$ cat src/rtl/tsf_pkg.sv
package tsf_pkg;

    typedef enum logic [2:0] {
        OP_NONE  = 3'd0,
        OP_DPUSH = 3'd1,
        OP_DDROP = 3'd2,
        OP_XCHG  = 3'd3,
        OP_RPUSH = 3'd4,
        OP_RPOP  = 3'd5,
        OP_SPARE6 = 3'd6,
        OP_SPARE7 = 3'd7
    } stk_op_e;

    typedef enum logic {
        FLT_CLEAN   = 1'b0,
        FLT_LATCHED = 1'b1
    } flt_state_e;

endpackage

$ cat src/rtl/tsf_ptr_unit.sv
module tsf_ptr_unit
    import tsf_pkg::*;
#(
    parameter int DEPTH = 16,
    parameter int PTR_W = $clog2(DEPTH),
    parameter int CNT_W = PTR_W + 1
) (
    input  logic             clk,
    input  logic             rst_n,
    input  stk_op_e          op,
    output logic [PTR_W-1:0] dp,
    output logic [PTR_W-1:0] rp,
    output logic [CNT_W-1:0] d_cnt,
    output logic [CNT_W-1:0] r_cnt,
    output logic             legal
);

    localparam logic [CNT_W-1:0] DEPTH_C = CNT_W'(DEPTH);
    localparam logic [CNT_W:0]   FULL_C  = (CNT_W+1)'(DEPTH);
    localparam logic [PTR_W-1:0] TOP_IDX = PTR_W'(DEPTH - 1);

    logic           d_empty;
    logic           r_empty;
    logic [CNT_W:0] occ;
    logic           room;

    // Occupancy derived from pointer plus empty flag
    assign d_cnt = d_empty ? '0 : ({1'b0, dp} + CNT_W'(1));
    assign r_cnt = r_empty ? '0 : (DEPTH_C - {1'b0, rp});
    assign occ   = {1'b0, d_cnt} + {1'b0, r_cnt};
    assign room  = (occ < FULL_C);

    always_comb begin
        unique case (op)
            OP_DPUSH: legal = room;
            OP_DDROP: legal = (d_cnt != '0);
            OP_XCHG:  legal = (d_cnt >= CNT_W'(2));
            OP_RPUSH: legal = room;
            OP_RPOP:  legal = (r_cnt != '0);
            default:  legal = 1'b1;
        endcase
    end

    always_ff @(posedge clk or negedge rst_n) begin
        if (!rst_n) begin
            dp      <= '0;
            d_empty <= 1'b1;
            rp      <= TOP_IDX;
            r_empty <= 1'b1;
        end else if (legal) begin
            unique case (op)
                OP_DPUSH: begin
                    if (d_empty) begin
                        d_empty <= 1'b0;
                        dp      <= '0;
                    end else begin
                        dp <= dp + PTR_W'(1);
                    end
                end
                OP_DDROP: begin
                    if (dp == '0) d_empty <= 1'b1;
                    else          dp      <= dp - PTR_W'(1);
                end
                OP_RPUSH: begin
                    if (r_empty) begin
                        r_empty <= 1'b0;
                        rp      <= TOP_IDX;
                    end else begin
                        rp <= rp - PTR_W'(1);
                    end
                end
                OP_RPOP: begin
                    if (rp == TOP_IDX) r_empty <= 1'b1;
                    else               rp      <= rp + PTR_W'(1);
                end
                default: ;
            endcase
        end
    end

endmodule

$ cat src/rtl/tsf_store.sv
module tsf_store
    import tsf_pkg::*;
#(
    parameter int WIDTH   = 16,
    parameter int DEPTH   = 16,
    parameter int RADDR_W = 10,
    parameter int PTR_W   = $clog2(DEPTH),
    parameter int CNT_W   = PTR_W + 1
) (
    input  logic             clk,
    input  logic             rst_n,
    input  stk_op_e          op,
    input  logic             legal,
    input  logic [WIDTH-1:0] wdata,
    input  logic [PTR_W-1:0] dp,
    input  logic [PTR_W-1:0] rp,
    input  logic [CNT_W-1:0] d_cnt,
    input  logic [CNT_W-1:0] r_cnt,
    output logic [WIDTH-1:0] tos,
    output logic [WIDTH-1:0] nos,
    output logic [WIDTH-1:0] rtos
);

    localparam logic [PTR_W-1:0] TOP_IDX = PTR_W'(DEPTH - 1);

    logic [WIDTH-1:0] cells [DEPTH];
    logic [PTR_W-1:0] nos_idx;
    logic [PTR_W-1:0] dpush_idx;
    logic [PTR_W-1:0] rpush_idx;

    logic             a_en, b_en;
    logic [PTR_W-1:0] a_idx, b_idx;
    logic [WIDTH-1:0] a_dat, b_dat;

    assign nos_idx   = dp - PTR_W'(1);
    assign dpush_idx = d_cnt[PTR_W-1:0];
    assign rpush_idx = TOP_IDX - r_cnt[PTR_W-1:0];

    // Two write ports: the exchange writes both top cells in one edge
    always_comb begin
        a_en  = 1'b0;
        b_en  = 1'b0;
        a_idx = '0;
        b_idx = '0;
        a_dat = '0;
        b_dat = '0;
        if (legal) begin
            unique case (op)
                OP_DPUSH: begin
                    a_en  = 1'b1;
                    a_idx = dpush_idx;
                    a_dat = wdata;
                end
                OP_XCHG: begin
                    a_en  = 1'b1;
                    a_idx = dp;
                    a_dat = cells[nos_idx];
                    b_en  = 1'b1;
                    b_idx = nos_idx;
                    b_dat = cells[dp];
                end
                OP_RPUSH: begin
                    a_en  = 1'b1;
                    a_idx = rpush_idx;
                    a_dat = WIDTH'(wdata[RADDR_W-1:0]);
                end
                default: ;
            endcase
        end
    end

    for (genvar g = 0; g < DEPTH; g++) begin : g_cell
        always_ff @(posedge clk or negedge rst_n) begin
            if (!rst_n)
                cells[g] <= '0;
            else if (a_en && (a_idx == PTR_W'(g)))
                cells[g] <= a_dat;
            else if (b_en && (b_idx == PTR_W'(g)))
                cells[g] <= b_dat;
        end
    end

    assign tos  = (d_cnt != '0)          ? cells[dp]      : '0;
    assign nos  = (d_cnt >= CNT_W'(2))   ? cells[nos_idx] : '0;
    assign rtos = (r_cnt != '0)          ? cells[rp]      : '0;

endmodule

$ cat src/rtl/tsf_fault_fsm.sv
module tsf_fault_fsm
    import tsf_pkg::*;
(
    input  logic clk,
    input  logic rst_n,
    input  logic refused,
    output logic err,
    output logic rej
);

    flt_state_e state, state_nxt;

    always_comb begin
        state_nxt = state;
        unique case (state)
            FLT_CLEAN:   if (refused) state_nxt = FLT_LATCHED;
            FLT_LATCHED: state_nxt = FLT_LATCHED;
            default:     state_nxt = FLT_LATCHED;
        endcase
    end

    always_ff @(posedge clk or negedge rst_n) begin
        if (!rst_n) state <= FLT_CLEAN;
        else        state <= state_nxt;
    end

    always_ff @(posedge clk or negedge rst_n) begin
        if (!rst_n) rej <= 1'b0;
        else        rej <= refused;
    end

    assign err = (state == FLT_LATCHED);

endmodule

$ cat src/rtl/twin_stack_file.sv
module twin_stack_file
    import tsf_pkg::*;
#(
    parameter int WIDTH   = 16,
    parameter int DEPTH   = 16,
    parameter int RADDR_W = 10
) (
    input  logic                     clk,
    input  logic                     rst_n,
    input  logic [2:0]               op,
    input  logic [WIDTH-1:0]         wdata,
    output logic [WIDTH-1:0]         tos,
    output logic [WIDTH-1:0]         nos,
    output logic [WIDTH-1:0]         rtos,
    output logic [$clog2(DEPTH):0]   d_depth,
    output logic [$clog2(DEPTH):0]   r_depth,
    output logic                     err,
    output logic                     rej
);

    localparam int PTR_W = $clog2(DEPTH);
    localparam int CNT_W = PTR_W + 1;

    stk_op_e          op_e;
    logic [PTR_W-1:0] dp, rp;
    logic [CNT_W-1:0] d_cnt, r_cnt;
    logic             legal;

    assign op_e = stk_op_e'(op);

    tsf_ptr_unit #(
        .DEPTH (DEPTH),
        .PTR_W (PTR_W),
        .CNT_W (CNT_W)
    ) u_ptr (
        .clk   (clk),
        .rst_n (rst_n),
        .op    (op_e),
        .dp    (dp),
        .rp    (rp),
        .d_cnt (d_cnt),
        .r_cnt (r_cnt),
        .legal (legal)
    );

    tsf_store #(
        .WIDTH   (WIDTH),
        .DEPTH   (DEPTH),
        .RADDR_W (RADDR_W),
        .PTR_W   (PTR_W),
        .CNT_W   (CNT_W)
    ) u_store (
        .clk   (clk),
        .rst_n (rst_n),
        .op    (op_e),
        .legal (legal),
        .wdata (wdata),
        .dp    (dp),
        .rp    (rp),
        .d_cnt (d_cnt),
        .r_cnt (r_cnt),
        .tos   (tos),
        .nos   (nos),
        .rtos  (rtos)
    );

    tsf_fault_fsm u_fault (
        .clk     (clk),
        .rst_n   (rst_n),
        .refused (!legal),
        .err     (err),
        .rej     (rej)
    );

    assign d_depth = d_cnt;
    assign r_depth = r_cnt;

endmodule

$ cat config.mk
export PLATFORM = sky130hd
export DESIGN_NAME = twin_stack_file
export DESIGN_NICKNAME = d
export VERILOG_FILES = /design/src/rtl/tsf_pkg.sv /design/src/rtl/tsf_ptr_unit.sv /design/src/rtl/tsf_store.sv /design/src/rtl/tsf_fault_fsm.sv /design/src/rtl/twin_stack_file.sv
export SDC_FILE = /design/constraint.sdc
export NUM_CORES = 1
export LEC_CHECK = 0
export BUFFER_PORTS_ARGS = -buffer_cell sky130_fd_sc_hd__buf_2
export CORE_MARGIN = 1
export CORE_UTILIZATION = 58
export CTS_CLUSTER_SIZE = 8
export DETAILED_ROUTE_END_ITERATION = 16
export GPL_ROUTABILITY_DRIVEN = 1
export GPL_TIMING_DRIVEN = 0
export PLACE_DENSITY = 0.79
export SYNTH_ARGS = -nofsm -noshare
export SYNTH_HDL_FRONTEND = slang
export SYNTH_SLANG_ARGS = --single-unit
$ cat constraint.sdc
create_clock -name clk -period 5.91 [get_ports clk]
set_input_delay 0.591 -clock clk [delete_from_list [all_inputs] [get_ports clk]]
set_output_delay 0.591 -clock clk [all_outputs]
set_load 0.02 [all_outputs]
==> results of run 1 <==
[power by group through the flow]
stage / sequential (mW) / combinational (mW) / clock [mW]
after floorplan: 2.55 / 4.43 / 0
after global placement: 2.71 / 6.35 / 0
after detailed placement: 2.74 / 6.44 / 0
after CTS: 2.72 / 6.48 / 2.13
after global routing: 2.79 / 6.93 / 2.20
final: 2.77 / 6.88 / 2.18
[area by class of cell]
cell class	instances	area share [%]
multi-input cells	1340	55.8
flip-flops and latches	268	29.6
clock buffers	50	4.67
plain buffers	193	4.56
well taps	455	2.51
repair buffers	83	2.10
inverters	29	0.480
clock inverters	4	0.237
diodes	2	0.0221
[state kept, by name (all words and copies together), names as in the netlist]
register	cells
u_store.cells	256
u_fault.err	1
u_ptr.r_empty	1
u_fault.rej	1
u_ptr.rp	4
u_ptr.dp	4
u_ptr.d_empty	1
[what timing repair did]
action	in CTS	in global routing
pin swaps	0	1
gates resized for setup	5	13
endpoints found under the setup margin	50	99
setup buffers	0	1
[per-layer routing]
| metal | GRT usage (%) | vias up | share of wire, % |
|---|---|---|---|
| met1 | 65.2 | 9539 | 32 |
| met4 | 44.8 | 2 | 11 |
| met5 | 0.962 | - | 0.033 |
| met2 | 71.5 | 2365 | 38 |
| met3 | 32.8 | 770 | 19 |
| li1 | - | 7324 | - |
[stage by stage]
stage          instances  worst slack, ns  power, mW  util [%]  TNS [ns]
3_5_place_dp        2367           -0.253       9.18      62.2     -3.08
3_3_place_gp        2364           -0.882       9.06      61.9   -220.11
4_1_cts             2421            0.112       11.3      65.4         0
2_1_floorplan       1830             1.30       6.99         -         0
5_1_grt             2422         0.000265       11.9      65.5         0
6_report            2424           -0.108       11.8      65.5    -0.254
[logic make-up (layout without fill, tap and decap cells)]
| group | count (synthesis) | after routing | synth area share [%] |
|---|---|---|---|
| adder cells (fa/ha/maj) | 8 | 8 | 0.489 |
| XOR/XNOR | 5 | 5 | 0.305 |
| buffers and inverters | 222 | 359 | 5.53 |
| AND/OR/NAND/NOR | 440 | 440 | 10.5 |
| AO/OA/AOI/OAI | 437 | 437 | 15.2 |
| flip-flops | 268 | 268 | 32.8 |
| multiplexers | 450 | 450 | 35.2 |
| other | 0 | 2 | 0 |
[cell usage after synthesis (all sizes together), types with 6 or more instances]
master / count
and2: 14
nand3: 18
nor2: 170
buf: 106
o31ai: 6
nor4: 9
a31oi: 11
a22oi: 15
and3: 12
a221oi: 12
a221o: 32
nand2: 89
nor2b: 28
clkbuf: 87
mux2i: 223
dfstp: 6
a21oi: 230
mux4: 216
nor3: 65
a311oi: 9
o21ai: 51
ha: 8
a22o: 19
mux2: 11
inv: 28
o221ai: 17
dfrtp: 262
nand4: 13
[worst max path at each step]
stage                             from                        endpoint  slack, ns  cells past startpoint
2_1_floorplan  u_ptr.rp[0]$_DFFE_PN1P_  u_store.cells[155]$_DFFE_PN0P_       1.30                     16
3_3_place_gp                     rst_n  u_store.cells[195]$_DFFE_PN0P_      -0.88                      1
3_5_place_dp   u_ptr.rp[0]$_DFFE_PN1P_  u_store.cells[175]$_DFFE_PN0P_      -0.25                     15
4_1_cts        u_ptr.rp[0]$_DFFE_PN1P_  u_store.cells[174]$_DFFE_PN0P_       0.11                     14
5_1_grt        u_ptr.dp[0]$_DFFE_PN0P_                          nos[4]     0.0003                     13
6_report       u_ptr.dp[0]$_DFFE_PN0P_  u_store.cells[106]$_DFFE_PN0P_      -0.11                     14
==> impl_metrics.yaml, run 1 <==
run_status:
  status: "finished, violations left"
  violations: "negative hold slack, max-capacitance violations, max-slew violations, negative setup slack"
die:
  start_util_pct: 59.2
  die_h_microns: 190
  core.rowCount: 68
  io_pins: 81
  die_w_microns: 190
  dieArea_sq_mm: 0.0361
  core-area_sq_mm: 0.0346
timing:
  fmax_ghz: 0.166
  maxSlewHeadroom_pct: -9.28
  hold_slack_ns: -0.0104
  rsz0062_at_grt: "no"
  setup_viol: 9
  finalCritPeriodShare_pct: 102
  finClkSkew_ns: 0.0222
  period_needed_ns: 6.02
  hold_viol: 4
  tightest_slew_ns: 1.64
  drv_slew: 44
  fin_ws_ns: -0.108
synthesis:
  async_flop_share_pct: 100
  synth-seq-cells: 268
  synth.area.top_cells: "dfrtp_1, mux4_2, mux2i_1"
  synth.distinct_cells: 88
  syn_inst: 1830
  synth_nets: 1859
  avgSynthCellArea_sq_um: 11.2
  synth_area_sq_mm: 0.0205
  yosysTopAreaCell: "dfrtp_1"
  synth_seq_area_share_pct: 32.8
  synth-edff-count: 0
  synth_top_flop_cell: "dfrtp_1"
  synth.top_cell.area_share_pct: 32.0
  synth_warnings: 0
route:
  viasPerCell: 8.25
  firstDrtPassIters: 7
  ant_nets: 0
  wl_per_cell_microns: 40.4
  drt_first_iter_violations: 3869
  wirelength_microns: 98000
  drc: 0
  via_count: 20000
worst_setup_path:
  rrSetupSlack_ns: -0.11
  worstPathMaxFanout: 10
  crit_path_end_kind: "flop"
  path_delay_family: "buffers and inverters"
  r2r-end: "u_store.cells[106]$_DFFE_PN0P_"
  required_ns: 6.37
  worstRegToRegCells: 14
  cp-start-kind: "flop"
  worst-setup-path-type: "reg2reg"
  crit_arrival_ns: 6.48
  cp_cell_sequence: "buf_6 > buf_6 > buf_6 > inv_2 > buf_2 > ha_1 > buf_4 > clkbuf_1 > clkbuf_1 > nand2_1 > nor4_4 > clkbuf_1 > nor3_1 > a221oi_1"
  cp_slowest_cell: "nor4_4"
  cp.buffers_inverters: 9
  timing.rr.start: "u_ptr.dp[0]$_DFFE_PN0P_"
  slowest_delay_ns: 0.96
finish:
  mostFrequentLayoutCells: "dfrtp_1, a21oi_1, mux2i_1, mux4_2, nor2_1"
  fill_cells: 2706
  drive_above_1_share_pct: 27.6
  syn_to_final_growth_pct: 10.7
  nets: 1984
  final_area_sq_mm: 0.0227
  final_common_cell: "dfrtp_1"
  regArea_sq_mm: 0.00671
  multi_input_area_sq_mm: 0.0127
pwr:
  p_int_mw: 6.10
  peakVddDrop_mv: 0.296
  power_frac_comb_pct: 58.2
  power_density_mw_per_mm2: 522
  leakagePower_nw: 9.55
  p_sw_mw: 5.73
  switching_share_pct: 48.5
  p_clk_share_pct: 18.4
  seq_power_share_pct: 23.4
run:
  drv_cap: 4
worst_hold_path:
  hold_path.class: "in2async"
clocking:
  ctsHoldBuffers: 0
  cts_max_level: 2
  clock_latency_ns: 0.58
  numCtsBuffers: 40
  clock_sinks: 268
  root_buffer: "clkbuf_16"
  cts_tree: "done"
  clkTransAtPathRegs_ns: 0.05
  clk_path_buf_depth: 3
global_routing:
  antenna_found_initial: 1
  grt_pass1_vias: 19200
  grt-ovfl-total: 0
  grt_max_degree: 115
  grt_pass1_wl_microns: 138000
  track_usage_pct: 55.3
placement:
  gp_congestion: 1.10
  post-dp-hpwl_microns: 64300
  portBuffers: 79
  postPlaceCellArea_sq_mm: 0.0215
Power figures use the tool's default switching activity.
==> inputs of run 2 (changes only) <==
- MAX_ROUTING_LAYER: default -> met4
==> impl_metrics.yaml, run 2 (synthesis results as in run 1) <==
worst_setup_path:
  crit_arrival_ns: 6.51
  critPathCapture: "u_store.cells[106]$_DFFE_PN0P_"
  worst-setup-path-type: "reg2reg"
  cp-start-kind: "flop"
  required_ns: 6.36
  path_depth: 14
  r2r-end: "u_store.cells[106]$_DFFE_PN0P_"
  worstPathMaxFanout: 10
  cp.buffers_inverters: 9
  rrSetupSlack_ns: -0.15
  timing.rr.start: "u_ptr.dp[0]$_DFFE_PN0P_"
  startpoint: "u_ptr.dp[0]$_DFFE_PN0P_"
  slowest_delay_ns: 1.00
  worstRegToRegCells: 14
  cp_slowest_cell: "nor4_4"
  crit_path_end_kind: "flop"
  cp_cell_sequence: "buf_6 > buf_6 > buf_6 > inv_2 > buf_2 > ha_1 > buf_4 > clkbuf_1 > clkbuf_1 > nand2_1 > nor4_4 > clkbuf_1 > nor3_1 > a221oi_1"
  path_delay_family: "buffers and inverters"
worst_hold_path:
  hold_path.class: "in2reg"
  holdPathStages: 3
run_status:
  status: "finished, violations left"
  violations: "max-capacitance violations, max-slew violations, negative setup slack"
die:
  core.rowCount: 68
  die_h_microns: 190
  dieArea_sq_mm: 0.0361
  die_w_microns: 190
  start_util_pct: 59.2
  core-area_sq_mm: 0.0346
  io_pins: 81
timing:
  fmax_ghz: 0.165
  maxSlewHeadroom_pct: -10.3
  drv_slew: 55
  finalCritPeriodShare_pct: 102
  hold_viol: 0
  tightest_slew_ns: 1.65
  setup_viol: 24
  rsz0062_at_grt: "no"
  finClkSkew_ns: 0.0332
  period_needed_ns: 6.06
  fin_ws_ns: -0.148
pwr:
  finalPower_mw: 11.7
  peakVddDrop_mv: 0.457
  power_density_mw_per_mm2: 518
  leakagePower_nw: 9.56
clocking:
  clkTransAtPathRegs_ns: 0.06
  cts_tree: "done"
  clock_latency_ns: 0.59
  root_buffer: "clkbuf_16"
  cts_max_level: 2
  clock_sinks: 268
  clk_path_buf_depth: 3
  numCtsBuffers: 39
global_routing:
  grt_pass1_vias: 19400
  grt_max_degree: 113
  track_usage_pct: 58.0
  grt_pass1_wl_microns: 140000
  grt-ovfl-total: 0
  antenna_found_initial: 2
finish:
  syn_to_final_growth_pct: 10.7
  top_regs: "u_store.cells (256), u_ptr.dp (4), u_ptr.rp (4)"
  largest_reg_flops: 256
  largest-register: "u_store.cells"
  utilization_pct: 65.5
  drive_above_1_share_pct: 27.6
  final_common_cell: "dfrtp_1"
  nets: 1987
  mostFrequentLayoutCells: "dfrtp_1, a21oi_1, mux2i_1, mux4_2, nor2_1"
placement:
  post-dp-hpwl_microns: 66200
  place_ws_ns: -0.403
  portBuffers: 79
  gp_congestion: 1.09
route:
  ant_nets: 0
  wirelength_microns: 99500
  wl_per_cell_microns: 41.0
  firstDrtPassIters: 9
  drc: 0
  via_count: 19900
  drt_first_iter_violations: 3824
  viasPerCell: 8.23
run:
  drv_cap: 5
run 2: worst min path at each step:
stage,start,endpoint,slack (ns)
after floorplan,rst_n,u_fault.err$_DFF_PN0_,0.30
after global placement,u_fault.err$_DFF_PN0_,u_fault.err$_DFF_PN0_,0.45
after detailed placement,u_fault.err$_DFF_PN0_,u_fault.err$_DFF_PN0_,0.47
after CTS,wdata[7],u_store.cells[119]$_DFFE_PN0P_,0.42
after global routing,wdata[6],u_store.cells[118]$_DFFE_PN0P_,0.44
final,wdata[6],u_store.cells[118]$_DFFE_PN0P_,0.42
run 2: what timing repair did:
item,4_1_cts,5_1_grt
setup endpoints to repair,71,67
resized for setup,7,21
hold endpoints to repair,45,0
buffers inserted,2,0
pin swaps,1,0
hold buffers,1,0
run 2: cell type report:
cell class | count | area (sq um)
inverter | 29 | 109
tap | 455 | 569
sequential | 268 | 6710
clock inverter | 2 | 32.5
antenna | 4 | 10.0
multi-input combinational | 1340 | 12700
timing repair buffer | 87 | 519
buffer | 193 | 1050
clock buffer | 47 | 1030
fill | 2792 | 11900
run 2: per-stage QoR:
stage               instances  area, sq um  hold slack [ns]  TNS [ns]
floorplan                1830        20500            0.295         0
global placement         2364        21500            0.450   -225.47
detailed placement       2368        21500            0.466     -5.28
CTS                      2420        22600            0.420         0
global route             2423        22700            0.439         0
finish                   2425        22700            0.422     -2.12
run 2: report_power, final:
group | switching, mW | leakage (nW) | internal (mW)
registers | 0.508 | 3.59 | 2.26
clock network | 0.918 | 0.516 | 1.21
logic | 4.25 | 5.45 | 2.60
total | 5.68 | 9.56 | 6.07
run 2: worst register-to-register path: stages (launching register included):
cell and delay, ns:
dfrtp_1 0.49, buf_6 0.24, buf_6 0.26, buf_6 0.26, inv_2 0.08, buf_2 0.27, ha_1 0.35, buf_4 0.22
clkbuf_1 0.79, clkbuf_1 0.57, nand2_1 0.18, nor4_4 1.00, clkbuf_1 0.91, nor3_1 0.10, a221oi_1 0.24
run 2: metal layers:
| metal | routed length (microns) | share of wire [%] | GRT usage, % | up-vias |
|---|---|---|---|---|
| met3 | 17700 | 18 | 30.4 | 720 |
| met5 | 0 | 0 | - | - |
| met1 | 33000 | 33 | 68.3 | 9615 |
| met4 | 10000 | 10 | 44.6 | 0 |
| met2 | 38700 | 39 | 73.4 | 2280 |
| li1 | - | - | - | 7333 |
